**src/rtl/xcas_pkg.sv**
```systemverilog
package xcas_pkg;
   typedef enum logic {
      EXP_WR = 1'b0,
      EXP_RD = 1'b1
   } xcas_expect_e;
endpackage

```
**src/rtl/xcas_token.sv**
```systemverilog
module xcas_token (
   input  logic clk,
   input  logic rst_n,
   input  logic init,
   input  logic single,
   input  logic grant,
   input  logic drop,
   output logic tok
);
   always_ff @(posedge clk) begin
      if (!rst_n)      tok <= init;
      else if (single) tok <= 1'b1;
      else if (drop)   tok <= 1'b0;
      else if (grant)  tok <= 1'b1;
   end
endmodule

```
**src/rtl/xcas_rx.sv**
```systemverilog
module xcas_rx
   import xcas_pkg::*;
(
   input  logic clk,
   input  logic rst_n,
   input  logic single,
   input  logic pulse_in,
   output logic grant_wr,
   output logic grant_rd
);
   xcas_expect_e exp_q;
   logic         hit;

   assign hit      = pulse_in & ~single;
   assign grant_wr = hit & (exp_q == EXP_WR);
   assign grant_rd = hit & (exp_q == EXP_RD);

   always_ff @(posedge clk) begin
      if (!rst_n)   exp_q <= EXP_WR;
      else if (hit) exp_q <= (exp_q == EXP_WR) ? EXP_RD : EXP_WR;
   end
endmodule

```
**src/rtl/xcas_tx.sv**
```systemverilog
module xcas_tx #(
   parameter int PULSE_GAP = 1
) (
   input  logic clk,
   input  logic rst_n,
   input  logic single,
   input  logic req_wr,
   input  logic req_rd,
   output logic pulse
);
   localparam int GAP_W = (PULSE_GAP < 2) ? 1 : $clog2(PULSE_GAP);

   logic             pend_wr, pend_rd, emit, sel_wr;
   logic [GAP_W-1:0] gap;

   assign emit   = ~pulse & (gap == '0) & (pend_wr | pend_rd);
   assign sel_wr = pend_wr;

   always_ff @(posedge clk) begin
      if (!rst_n || single) begin
         pend_wr <= 1'b0;
         pend_rd <= 1'b0;
         pulse   <= 1'b0;
         gap     <= '0;
      end else begin
         pend_wr <= (pend_wr & ~(emit & sel_wr)) | req_wr;
         pend_rd <= (pend_rd & ~(emit & ~sel_wr)) | req_rd;
         if (pulse) begin
            pulse <= 1'b0;
            gap   <= GAP_W'(PULSE_GAP - 1);
         end else if (gap != '0) begin
            gap <= gap - 1'b1;
         end else if (emit) begin
            pulse <= 1'b1;
         end
      end
   end
endmodule

```
**src/rtl/xcas_ctrl.sv**
```systemverilog
module xcas_ctrl #(
   parameter int PULSE_GAP = 1,
   parameter bit ACT_LOW   = 1'b1
) (
   input  logic clk,
   input  logic rst_n,
   input  logic first_load_n,
   input  logic xin,
   input  logic half_full,
   input  logic last_wr,
   input  logic last_rd,
   input  logic wr_req,
   input  logic rd_req,
   output logic wr_en,
   output logic rd_en,
   output logic oe,
   output logic wr_tok,
   output logic rd_tok,
   output logic xout
);
   generate
      if (PULSE_GAP < 1) begin : g_bad_gap
         $error("xcas_ctrl: PULSE_GAP must be at least 1");
      end
   endgenerate

   logic xin_act, single_q, first_q;
   logic drop_wr, drop_rd, grant_wr, grant_rd, pulse;

   generate
      if (ACT_LOW) begin : g_low
         assign xin_act = ~xin;
         assign xout    = single_q ? ~half_full : ~pulse;
      end else begin : g_high
         assign xin_act = xin;
         assign xout    = single_q ? half_full : pulse;
      end
   endgenerate

   always_ff @(posedge clk) begin
      if (!rst_n) single_q <= xin_act;
   end

   assign first_q = ~first_load_n;
   assign drop_wr = last_wr & wr_tok & ~single_q;
   assign drop_rd = last_rd & rd_tok & ~single_q;

   xcas_token u_wtok (
      .clk(clk), .rst_n(rst_n), .init(first_q | xin_act), .single(single_q),
      .grant(grant_wr), .drop(drop_wr), .tok(wr_tok));

   xcas_token u_rtok (
      .clk(clk), .rst_n(rst_n), .init(first_q | xin_act), .single(single_q),
      .grant(grant_rd), .drop(drop_rd), .tok(rd_tok));

   xcas_rx u_rx (
      .clk(clk), .rst_n(rst_n), .single(single_q), .pulse_in(xin_act),
      .grant_wr(grant_wr), .grant_rd(grant_rd));

   xcas_tx #(.PULSE_GAP(PULSE_GAP)) u_tx (
      .clk(clk), .rst_n(rst_n), .single(single_q),
      .req_wr(drop_wr), .req_rd(drop_rd), .pulse(pulse));

   assign wr_en = wr_req & wr_tok;
   assign rd_en = rd_req & rd_tok;
   assign oe    = rd_tok;
endmodule

```
**config.mk**
```make
export PLATFORM = sky130hd
export DESIGN_NAME = xcas_ctrl
export DESIGN_NICKNAME = d
export VERILOG_FILES = /design/src/rtl/xcas_pkg.sv /design/src/rtl/xcas_token.sv /design/src/rtl/xcas_rx.sv /design/src/rtl/xcas_tx.sv /design/src/rtl/xcas_ctrl.sv
export SDC_FILE = /design/constraint.sdc
export NUM_CORES = 1
export LEC_CHECK = 0
export ABC_AREA = 1
export BUFFER_PORTS_ARGS = -buffer_cell sky130_fd_sc_hd__clkbuf_2
export CORE_AREA = 2 2 39 41
export CTS_BUF_LIST = sky130_fd_sc_hd__clkbuf_4
export DETAILED_ROUTE_END_ITERATION = 6
export DIE_AREA = 0 0 41 43
export PLACE_DENSITY = 0.52
export SLEW_MARGIN = 20
export SYNTH_ARGS = -nofsm -noshare
export SYNTH_HDL_FRONTEND = slang
export SYNTH_SLANG_ARGS = --single-unit
export TNS_END_PERCENT = 50
```
**constraint.sdc**
```tcl
create_clock -name clk -period 1.31 [get_ports clk]
set_input_delay 0.1965 -clock clk [delete_from_list [all_inputs] [get_ports clk]]
set_output_delay 0.1965 -clock clk [all_outputs]
set_load 0.02 [all_outputs]
```
==> impl_metrics.py <==
metrics = {
    "final_layout": {
        "nets": 72,
        "area_growth_pct": 32.76,
        "multiInputGateArea_um2": 142.6,
        "register_area_um2": 190.2,
        "nFillCells": 155,
        "drive_above_1_share_pct": 38.71,
        "antenna_cells": 0,
        "finalNonFillerCells": 78,
    },
    "timing": {
        "finalCriticalPeriod_ns": 1.188,
        "finalSetupViolations": 0,
        "rsz0062_at_grt": "no",
        "tns_ns": 0,
        "drv_slew": 0,
        "period_share_pct": 90.71,
        "clock_skew_ns": 0.01006,
        "hold_viol": 0,
        "fmax_mhz": 841.6,
    },
    "placement": {
        "dp_cells": 73,
        "place.detailed.hpwl_um": 534.1,
        "io_buffers": 14,
        "finalWeightedCongestion": 0.6613,
    },
    "yosys": {
        "ys_ff_latch": 8,
        "synth_top_cell_area_share_pct": 27.30,
        "synth_area_um2": 366.6,
        "synthTopCellsByCount": "nand2_1 (11), dfxtp_1 (5), inv_1 (5)",
        "syn_area_per_cell_um2": 8.332,
        "yosysTopAreaCell": "dfxtp_1",
        "yosys-top-cells-area": "dfxtp_1 (27%), edfxtp_1 (25%), nand2_1 (11%)",
        "synth_compound_area_share_pct": 13.65,
        "yosys.cell_types.count": 15,
        "async_flop_share_pct": 0,
        "synthesis.nets": 53,
        "synthAdderAreaFrac_pct": 0,
        "synth_edf_count": 3,
        "synth_flop_cell": "dfxtp_1",
        "synth-seq-area-share_pct": 51.88,
        "synth_most_common_cell": "nand2_1",
        "synth_warnings": 0,
        "synth-xor-area-share_pct": 0,
        "synth.area.mux_share_pct": 2.730,
        "synth_top_family_by_area": "simple AND/OR/NAND/NOR gates",
        "synthSimpleGateAreaFrac_pct": 21.50,
        "netlist_instances": 44,
    },
    "routing": {
        "wire_per_inst_um": 8.577,
        "met3WireLength_um": 74,
        "wl_met2_um": 286,
        "top_layer": "met4",
        "wl_met1_um": 299,
        "wl_um": 669,
        "drc": 0,
        "first_iter_violations": 8,
        "avgViaCountPerCell": 4.410,
        "vias": 344,
        "antenna_left": 0,
        "firstDrtPassIters": 4,
    },
    "power_and_ir_drop": {
        "peakVddDrop_uv": 724.8,
        "power_leakage_nw": 0.2416,
        "power.density_nw_per_um2": 1255,
    },
    "cts": {
        "cts_buffers": 3,
        "clk_latency_ns": 0.25,
        "clk_path_buf_depth": 2,
        "tritoncts": "built",
        "root_buffer": "clkbuf_4",
        "cts_max_level": 1,
        "path_clk_slew_ns": 0.06,
        "cts_sinks": 8,
    },
    "grt": {
        "antenna_found_initial": 0,
        "grt_pass1_wl_mm": 1.124,
        "gr-total-overflow": 0,
        "grt_pass1_vias": 282,
        "grt_max_degree": 6,
        "grt_use_total_pct": 9.909,
    },
    "setup_path": {
        "cp-start-kind": "register",
        "cp.required_ns": 1.11,
        "end_kind": "output port",
        "worstPathMaxFanout": 2,
        "rrSetupSlack_ns": 0.22,
        "cp.arrival_ns": 0.99,
        "crit_type": "reg -> out",
    },
    "floorplanning": {
        "initial_core_util_pct": 26.49,
        "die_x_um": 41,
        "placement_rows": 14,
        "ios": 15,
        "die_area_um2": 1763,
        "core_area_um2": 1384,
        "die_h_um": 43,
    },
    "worst_hold_path": {
        "hold_path.class": "in -> reg",
    },
    "job": {
        "drv_cap": 0,
    },
    "outcome": {
        "status": "completed",
    },
}
timing repair:
item                       in CTS  in global routing
setup endpoints to repair       1                  0
resized for setup               0                  0
hold buffers                    0                  0
setup buffers                   1                  0
per-layer routing:
layer / global-route usage (%) / vias up
met5: 0 / -
met4: 6.000 / 0
met3: 6.283 / 2
met2: 12.50 / 17
met1: 12.17 / 149
li1: - / 176
cell type report:
| cell class | instances | share of cell area, % |
|---|---|---|
| Sequential cell | 8 | 39.07 |
| Multi-Input combinational cell | 28 | 29.31 |
| Timing Repair Buffer | 15 | 15.94 |
| Clock buffer | 4 | 6.170 |
| Inverter | 7 | 5.398 |
| Tap cell | 16 | 4.113 |
through the flow:
step	area [um^2]	setup WS (ns)	utilization [%]	hold WS (ns)	power (mW)
final	486.7	0.1217	35.17	0.1964	0.6110
after global routing	486.7	0.01595	35.17	0.2046	0.6609
after CTS	486.7	0.1052	35.17	0.2008	0.6239
after detailed placement	449.2	0.2324	32.46	0.4688	0.3925
after global placement	449.2	0.2335	32.46	0.4582	0.3930
after floorplan	366.6	0.2100	-	0.3280	0.3593
where the power goes:
part | internal, mW | switching (mW)
Sequential | 0.277 | 0.0104
Clock | 0.137 | 0.0835
Combinational | 0.0392 | 0.0639
Total | 0.453 | 0.158
path summary, 6_finish.rpt:
check | endpoint | cells after the start | from
worst max register to register | u_wtok.tok | 4 | single_q
worst min-delay path | u_tx.pend_rd | 3 | last_rd
worst max-delay path | xout | 2 | single_q
worst min register to register | u_tx.pend_rd | 2 | u_tx.pend_rd
cell usage in the layout (no fill, tap or decap):
cell / synthesis / final
nand3_1: 3 / 3
clkbuf_2: 0 / 14
a21oi_2: 2 / 2
inv_1: 5 / 5
conb_1: 1 / 1
inv_2: 2 / 2
o21ai_1: 3 / 3
o21ai_0: 2 / 2
o211ai_1: 1 / 1
nor2_1: 3 / 3
nand2_1: 11 / 11
mux2i_1: 1 / 1
dfxtp_1: 5 / 5
edfxtp_1: 3 / 3
nor2_4: 1 / 1
clkbuf_4: 0 / 4
buf_4: 1 / 1
worst max-delay path: stages (launching register included):
cell and delay (ns):
edfxtp_1 0.39, mux2i_1 0.17, clkbuf_2 0.19
flip-flops by register name, summed over array words and instances, names as in the netlist:
register      count
single_q          1
u_tx.pend_wr      1
u_rtok.tok        1
u_wtok.tok        1
u_tx.pulse        1
u_tx.pend_rd      1
u_tx.gap          1
u_rx.exp_q        1
cells by family (layout without fill, tap and decap cells):
group,count (synthesis),in the layout
buffers and inverters,8,26
and+or+nand+nor,18,18
other,1,1
muxes,1,1
DFF,8,8
AOI/OAI and AO/OA,8,8
No activity file was read; power rests on OpenSTA's default activity.
